`config.mk`:
```
export PLATFORM = sky130hd
export DESIGN_NAME = warp_coalescer
export DESIGN_NICKNAME = d
export VERILOG_FILES = /design/src/rtl/warp_coalescer_pkg.sv /design/src/rtl/warp_coalescer_screen.sv /design/src/rtl/warp_coalescer_pick.sv /design/src/rtl/warp_coalescer.sv
export SDC_FILE = /design/constraint.sdc
export NUM_CORES = 2
export LEC_CHECK = 0
export ABC_AREA = 1
export BUFFER_PORTS_ARGS = -buffer_cell sky130_fd_sc_hd__buf_2
export CAP_MARGIN = 20
export CORE_AREA = 3 3 449 451
export DETAILED_ROUTE_END_ITERATION = 7
export DIE_AREA = 0 0 452 454
export PLACE_DENSITY = 0.43
export SLEW_MARGIN = 5
export SYNTH_ARGS = -nofsm -noshare
export SYNTH_HDL_FRONTEND = slang
export SYNTH_SLANG_ARGS = --single-unit
```
`constraint.sdc`:
```
create_clock -name clk -period 4.5 [get_ports clk]
set_input_delay 0.225 -clock clk [delete_from_list [all_inputs] [get_ports clk]]
set_output_delay 0.225 -clock clk [all_outputs]
set_load 0.02 [all_outputs]
```
`src/rtl/warp_coalescer_pkg.sv`:
```
package warp_coalescer_pkg;

    typedef enum logic [0:0] {
        CO_IDLE = 1'b0,
        CO_BUSY = 1'b1
    } co_state_e;

    // Byte-offset mask for a size code; code 3 is reserved.
    function automatic logic [3:0] size_low_mask(input logic [1:0] code);
        case (code)
            2'd0:    size_low_mask = 4'b0011;
            2'd1:    size_low_mask = 4'b0111;
            default: size_low_mask = 4'b1111;
        endcase
    endfunction

endpackage

```
`src/rtl/warp_coalescer_screen.sv`:
```
module warp_coalescer_screen #(
    parameter int LANES  = 32,
    parameter int ADDR_W = 32,
    parameter int OFS    = 7
) (
    input  logic [LANES*ADDR_W-1:0]       addr,
    input  logic [LANES-1:0]              active,
    input  logic [1:0]                    size,
    output logic [LANES-1:0]              good,
    output logic [LANES-1:0]              bad,
    output logic [LANES*(ADDR_W-OFS)-1:0] tags
);
    import warp_coalescer_pkg::*;

    localparam int TAG_W = ADDR_W - OFS;

    logic [OFS-1:0] low_mask;
    logic           reserved;

    always_comb begin
        low_mask = '0;
        low_mask[3:0] = size_low_mask(size);
        reserved = (size == 2'd3);
    end

    for (genvar i = 0; i < LANES; i++) begin : g_lane
        logic [OFS-1:0] offs;
        logic           off_size;
        assign offs     = addr[i*ADDR_W +: OFS];
        assign off_size = reserved || ((offs & low_mask) != '0);
        assign bad[i]   = active[i] && off_size;
        assign good[i]  = active[i] && !off_size;
        assign tags[i*TAG_W +: TAG_W] = addr[i*ADDR_W + OFS +: TAG_W];
    end

endmodule

```
`src/rtl/warp_coalescer_pick.sv`:
```
module warp_coalescer_pick #(
    parameter int LANES = 32,
    parameter int TAG_W = 25
) (
    input  logic [LANES-1:0]       pend,
    input  logic [LANES*TAG_W-1:0] tags,
    output logic                   any,
    output logic [TAG_W-1:0]       lead_tag,
    output logic [LANES-1:0]       match
);
    localparam int IDX_W = (LANES > 1) ? $clog2(LANES) : 1;

    logic [IDX_W-1:0] lead;

    // Lowest pending lane wins.
    always_comb begin
        lead = '0;
        for (int i = LANES - 1; i >= 0; i--) begin
            if (pend[i]) lead = IDX_W'(i);
        end
    end

    assign any      = (pend != '0);
    assign lead_tag = tags[lead*TAG_W +: TAG_W];

    for (genvar i = 0; i < LANES; i++) begin : g_cmp
        assign match[i] = pend[i] && (tags[i*TAG_W +: TAG_W] == lead_tag);
    end

endmodule

```
`src/rtl/warp_coalescer.sv`:
```
module warp_coalescer #(
    parameter int LANES      = 32,
    parameter int ADDR_W     = 32,
    parameter int LINE_BYTES = 128,
    localparam int OFS       = $clog2(LINE_BYTES),
    localparam int TAG_W     = ADDR_W - OFS,
    localparam int CNT_W     = $clog2(LANES + 1)
) (
    input  logic                    clk,
    input  logic                    rst_n,
    input  logic                    req_valid,
    output logic                    req_ready,
    input  logic [LANES*ADDR_W-1:0] req_addr,
    input  logic [LANES-1:0]        req_mask,
    input  logic [1:0]              req_size,
    output logic                    txn_valid,
    input  logic                    txn_ready,
    output logic [ADDR_W-1:0]       txn_line,
    output logic [LANES-1:0]        txn_lanes,
    output logic                    txn_last,
    output logic                    done_valid,
    output logic [CNT_W-1:0]        done_count,
    output logic [LANES-1:0]        done_misalign
);
    import warp_coalescer_pkg::*;

    typedef struct packed {
        co_state_e              st;
        logic [LANES-1:0]       pend;
        logic [LANES-1:0]       bad;
        logic [CNT_W-1:0]       cnt;
        logic [LANES*TAG_W-1:0] tags;
    } co_regs_t;

    co_regs_t r_d, r_q;

    logic [LANES-1:0]       scr_good, scr_bad;
    logic [LANES*TAG_W-1:0] scr_tags;
    logic                   pk_any;
    logic [TAG_W-1:0]       pk_tag;
    logic [LANES-1:0]       pk_match;

    warp_coalescer_screen #(
        .LANES (LANES),
        .ADDR_W(ADDR_W),
        .OFS   (OFS)
    ) u_screen (
        .addr  (req_addr),
        .active(req_mask),
        .size  (req_size),
        .good  (scr_good),
        .bad   (scr_bad),
        .tags  (scr_tags)
    );

    warp_coalescer_pick #(
        .LANES(LANES),
        .TAG_W(TAG_W)
    ) u_pick (
        .pend    (r_q.pend),
        .tags    (r_q.tags),
        .any     (pk_any),
        .lead_tag(pk_tag),
        .match   (pk_match)
    );

    always_comb begin
        r_d = r_q;
        case (r_q.st)
            CO_IDLE: begin
                if (req_valid) begin
                    r_d.st   = CO_BUSY;
                    r_d.pend = scr_good;
                    r_d.bad  = scr_bad;
                    r_d.cnt  = '0;
                    r_d.tags = scr_tags;
                end
            end
            default: begin
                if (pk_any) begin
                    if (txn_ready) begin
                        r_d.pend = r_q.pend & ~pk_match;
                        r_d.cnt  = r_q.cnt + CNT_W'(1);
                    end
                end else begin
                    r_d.st = CO_IDLE;
                end
            end
        endcase
    end

    always_ff @(posedge clk or negedge rst_n) begin
        if (!rst_n) begin
            r_q <= '{st: CO_IDLE, pend: '0, bad: '0, cnt: '0, tags: '0};
        end else begin
            r_q <= r_d;
        end
    end

    assign req_ready     = (r_q.st == CO_IDLE);
    assign txn_valid     = (r_q.st == CO_BUSY) && pk_any;
    assign txn_line      = {pk_tag, {OFS{1'b0}}};
    assign txn_lanes     = pk_match;
    assign txn_last      = txn_valid && (pk_match == r_q.pend);
    assign done_valid    = (r_q.st == CO_BUSY) && !pk_any;
    assign done_count    = r_q.cnt;
    assign done_misalign = r_q.bad;

endmodule

```
# Word level (Yosys, flattened, before mapping)

Index checks and enable logic that the tools add are counted.
W data, S select, Z words.

Bits in writable memories: 0
Latch bits: 0
Memory bits (read-only): 0
Memories kept: 0
Register bits: 871
Output and inout bits: 106

Muxes and demuxes: 41
Reduce and logical (&&, ||, !) cells: 201
Divide/modulo/power cells: 0
Equality and inequality tests: 37
Bitwise gates (word level): 35
Shift operators: 1
$mul: 1
Add/subtract/negate cells: 1
Magnitude comparators: 0

Operators with widths:

| kind                   | count |
|---|---|
| $mux W871              | 1 |
| $eq A25 B25 Y1         | 32 |
| $shiftx A800 B11 Y25   | 1 |
| $and A7 B4 Y7          | 32 |
| $reduce_bool A7 Y1     | 32 |
| $mux W5                | 32 |
| $logic_and A1 B1 Y1    | 99 |
| $mux W32               | 2 |
| $logic_not A1 Y1       | 33 |
| $mux W33               | 1 |
| $and A32 B32 Y32       | 1 |
| $eq A32 B32 Y1         | 1 |
| $logic_or A1 B1 Y1     | 32 |
| $not A32 Y32           | 1 |
| $reduce_bool A32 Y1    | 1 |
| $mux W6                | 3 |
| $mul A5 B5 Y10 const B | 1 |
| $pmux W4 S2            | 1 |
| $add A6 B1 Y6 const B  | 1 |
| $reduce_and A3 Y1      | 1 |
| $eq A2 B1 Y1 const B   | 1 |
| $eq A2 B2 Y1 const B   | 1 |
| $logic_not A2 Y1       | 1 |
| $ne A2 B1 Y1 const B   | 1 |
| 5 further kinds        | 5 |

# Longest topological paths before layout

Word-level depth: 41
Gate-level depth with buffers: 57
Gate-level depth less buffers: 54

# By module

Synthesis repeated with hierarchy kept, for this count alone.

Cells, all modules: 10,583
Area, all modules: 66,059.6 µm²

Modules (own cells, without submodules):

| module                | sequential area each (µm²) | times used | area an instance (µm²) | cells an instance |
|---|---|---|---|---|
| warp_coalescer        | 21,795.9                   | 1          | 33,828.7               | 3,864 |
| warp_coalescer_pick   | 0.0                        | 1          | 24,775.0               | 5,619 |
| warp_coalescer_screen | 0.0                        | 1          | 7,455.9                | 1,100 |

# Worst setup path after synthesis

OpenSTA, ideal clock, no wires.

Path type: register to output
From: reg r_q[868] (netlist bit)
To: out txn_last
Data required time: 4.275 ns
Setup slack: 0.121 ns
Arrival time: 4.154 ns
Stages on the path, launching flop included: 53
Cell sequence: dfrtp_1 > inv_1 > nand2_1 > nand2_1 > nand2_1 > nand2_1 > nand2_1 > nand2_1 > nand2_1 > nand2_1 > nand2_1 > nand2_1 > nand2_1 > nand2_1 > nand2_1 > nand2_1 > nand2_1 > nand2_1 > [... 17 more ...] > buf_4 > o211ai_1 > nand3_1 > nand3_1 > nand3_1 > nand2_2 > buf_2 > xnor2_1 > nand2_1 > nor3_1 > nand2_1 > nor2_1 > nand2_1 > nand2_1 > nand2_1 > nor2_1 > nand2_1 > nor2_1

Cells in the longest elaborated chain, start to end: 37
Elaborated cells between the ends (all ways): 101

Ends and longest elaborated chain:

| element                  | RTL line                  | RTL |
|---|---|---|
| start: declaration       | warp_coalescer.sv:35      | `co_regs_t r_d, r_q;` |
| start signal: assignment | warp_coalescer.sv:94      | `r_q <= '{st: CO_IDLE, pend: '0, bad: '0, cnt: '0, tags: '0};` |
| start signal: assignment | warp_coalescer.sv:96      | `r_q <= r_d;` |
| $mux W5 * (31 in a row)  | warp_coalescer_pick.sv:19 | `if (pend[i]) lead = IDX_W'(i);` |
| $mul A5 B5 Y10 *         | warp_coalescer_pick.sv:24 | `assign lead_tag = tags[lead*TAG_W +: TAG_W];` |
| $shiftx A800 B11 Y25 *   | warp_coalescer_pick.sv:24 |  |
| via txn_line[11]         | warp_coalescer.sv:18      | `output logic [ADDR_W-1:0] txn_line,` |
| $eq A25 B25 Y1           | warp_coalescer_pick.sv:27 | `assign match[i] = pend[i] && (tags[i*TAG_W +: TAG_W] == lead_tag);` |
| $logic_and A1 B1 Y1      | warp_coalescer_pick.sv:27 |  |
| $eq A32 B32 Y1 *         | warp_coalescer.sv:104     | `assign txn_last = txn_valid && (pk_match == r_q.pend);` |
| $logic_and A1 B1 Y1 *    | warp_coalescer.sv:104     |  |
| end: declaration         | warp_coalescer.sv:20      | `output logic txn_last,` |

Mark *: on every way through the listed nets, which the timed path passes. The rest lies on a longest branch.

# Worst setup path after layout

From: reg r_q[868] (netlist bit)
To: out txn_last

Cells in the longest elaborated chain, start to end: 37
Elaborated cells between the ends (all ways): 101

Ends and longest elaborated chain:

| element               | RTL line |
|---|---|
| $mux W5 (31 in a row) | warp_coalescer_pick.sv:19 |
| $mul A5 B5 Y10        | warp_coalescer_pick.sv:24 |
| $shiftx A800 B11 Y25  | warp_coalescer_pick.sv:24 |
| $eq A25 B25 Y1        | warp_coalescer_pick.sv:27 |
| $logic_and A1 B1 Y1   | warp_coalescer_pick.sv:27 |
| $eq A32 B32 Y1        | warp_coalescer.sv:104 |
| $logic_and A1 B1 Y1 * | warp_coalescer.sv:104 |

Mark *: on every way between the ends. The rest lies on a longest branch, timed or not.

==> results.md <==
* CTS sink cnt at 871
* TNS Setup at -95.24 ns
* Cts bufs inserted at 113
* DRT Pass-1 Iters at 8
* Pwr Total at 27.7 mW
* Synth Flop Type: dfrtp_1
* Overall Global Routing Usage at 35.4%
* CP Capture Type: output pin
* Worst stage delay on the critical path at 0.37 ns
* Drc violations at 0
* DRT antenna net count at 0
* Slew HR at 21.5%
* Post-Route WL at 376000 µm
* Multi-input logic area at 31800 µm²
* Fmax at 0.148 GHz
* Worst-Skew Late Latency at 0.79 ns
* Max_cap viols at 0
* Status: complete, but fails checks
* Top cell type's share of synthesized area at 39.3%
* Cell count after synthesis at 8208
* Synth cell count leaders: 3418 x nand2_1, 1308 x nand3_1, 871 x dfrtp_1
* Final worst slack at -2.24 ns
* Core Box Area at 198000 µm²
* Filler instances at 20.3k
* Worst-Margin Slew at 1.18 ns
* Post-synthesis sequential area ratio at 39.3%
* Final period util at 150%
* Final min period at 6.74 ns
* EDFF count, synth at 0
* Placed insts at 12.2k
* Count leader, synth: nand2_1
* Worst Skew at 0.0286 ns
* Final Max Slew Viols at 0
* Yosys warns at 0
* Grt ovf at 0
* Crit path kind: register to output pin
* Util after Layout at 44.3%
* Die Area at 205000 µm²
* CP max FO at 12
* Via count at 68.1k
* Post-Syn Area at 55500 µm²
* Reg clk slew, reported paths at 0.06 ns
* Peak supply drop at 0.296 mV
* GPL Wtd Cong at 0.978
* Slowest cell on crit path: dfrtp_1
* Final std cells w/o fill at 13.4k
* Post-layout nets at 11.7k
* CTS root buf: clkbuf_16
* Area of placed instances at 69200 µm²
* Final hold viol count at 0
* Most common cell on crit path: nand2_1
* Setup violations, final at 88
* IO Pins at 1168
* CTS HTree Levels at 3
* Asr flop ratio synth at 100%
* Initial drt markers at 6559
* Synthesized area per cell at 6.76 µm²
* DP Worst Slack at -2.75 ns
* Initial antenna violation count at 47
* Die Span X at 452 µm
* Wire per inst at 28.0 µm
* Chip Height at 454 µm
* Row Count at 163
* Top post-synthesis cells by area: dfrtp_1 39%, nand2_1 23%, nand3_1 12%
* Starting density of the core at 28.1%
* Via density at 5.07
* Number of global-route vias before repair at 68.0k
* Area Overhead vs Synth at 57.7%
* Flops & latches, synth at 871
* IO Port Bufs at 1064
* First-pass GRT wire length at 517000 µm
* HP Class: input pin to register
* Netlist cell types at 41
* TritonCTS clock tree: built
* FF+latch area at 21800 µm²
* Critical Path RT at 4.28 ns
* Final HPWL DP at 292000 µm
* Share of post-route cells with drive strength above 1 at 26.0%
* Worst Path Arrival at 6.51 ns
* Lkg Pwr at 44.9 nW
* Final instance area at 87500 µm²
* Hold slack at 0.0465 ns
* CP Launch Type: register
* RSZ-0062 raised after global routing: yes
* Synth area leader: dfrtp_1
* Violated checks: negative setup slack
* CTS Buffer Depth at 3
* PwrDens at 316 nW/µm²
* Largest net degree at the start of global routing at 154
-- power by group --
| group | leakage (nW) | switching, mW | total, mW | internal [mW] |
|---|---|---|---|---|
| registers | 10.0 | 0.0345 | 7.90 | 7.87 |
| clock network | 2.01 | 4.14 | 10.3 | 6.18 |
| logic | 32.9 | 5.46 | 9.44 | 3.99 |
-- final timing paths --
path,start,depth (start not counted),slack [ns],end
min in group asynchronous,rst_n,2,0.08,r_q[442]$_DFFE_PN0P_
worst min register to register,done_misalign[26]$_DFFE_PN0P_,2,0.49,done_misalign[26]$_DFFE_PN0P_
worst max register to register,r_q[868]$_DFFE_PN0P_,59,-1.19,r_q[861]$_DFFE_PN0P_
max in group asynchronous,rst_n,3,2.95,done_misalign[19]$_DFFE_PN0P_
worst min-delay path,req_addr[641],6,0.05,r_q[858]$_DFFE_PN0P_
worst max-delay path,r_q[868]$_DFFE_PN0P_,61,-2.24,txn_last
-- cell families after synthesis --
| logic type | synth area share [%] |
|---|---|
| simple gates | 40.6 |
| xor+xnor | 5.46 |
| buf+inv | 9.00 |
| fa+ha+maj | 0.0225 |
| other cells | 0.00676 |
| compound gates | 5.59 |
| flops | 39.3 |
-- flip-flops by register name, summed over array words and instances, names as in the netlist --
| name | flops |
|---|---|
| done_misalign | 32 |
| r_q | 833 |
| done_count | 6 |
-- layout by cell type, fill, tap and decap left out, drive strengths merged, types with 33 or more instances in the layout --
cell type / netlist / layout
nand2: 3443 / 3443
dlygate4sd3: 0 / 889
o21ai: 451 / 451
clkbuf: 269 / 148
clkinv: 5 / 36
xor2: 226 / 226
inv: 493 / 495
nand3b: 65 / 65
buf: 297 / 2004
a21oi: 35 / 35
xnor2: 120 / 120
dfrtp: 871 / 871
diode: 0 / 33
nor2: 418 / 418
nand3: 1352 / 1352
nand4: 37 / 37
-- metal layers --
metal | vias to the layer above | global-route usage, % | wire (µm)
li1 | 31000 | - | -
met2 | 2889 | 57.2 | 173000
met4 | 16 | 19.2 | 23600
met1 | 33400 | 45.5 | 156000
met3 | 765 | 5.13 | 22200
met5 | - | 0 | 119
-- cell type report --
cell class,instances,share of cell area (%)
Multi-Input combinational cell,6277,36.3
Timing Repair Buffer,2901,28.0
Sequential cell,871,24.9
Tap cell,2640,3.77
Clock buffer,144,3.68
Inverter,498,2.20
Clock inverter,67,1.01
Antenna cell,33,0.0944
-- critical path, delay by kind of cell (launching register included) --
family,cells,cell delay [ns]
buf+inv,11,1.49
flops,1,0.37
simple gates,50,3.83
-- timing repair --
action | CTS | global route
gates resized for setup | 744 | 233
cloned | 10 | 3
hold buffers | 889 | 0
setup endpoints to repair | 88 | 88
buffers inserted | 80 | 11
pin swaps | 156 | 90
endpoints found under the hold margin | 910 | 0
No activity file was read; power rests on OpenSTA's default activity.
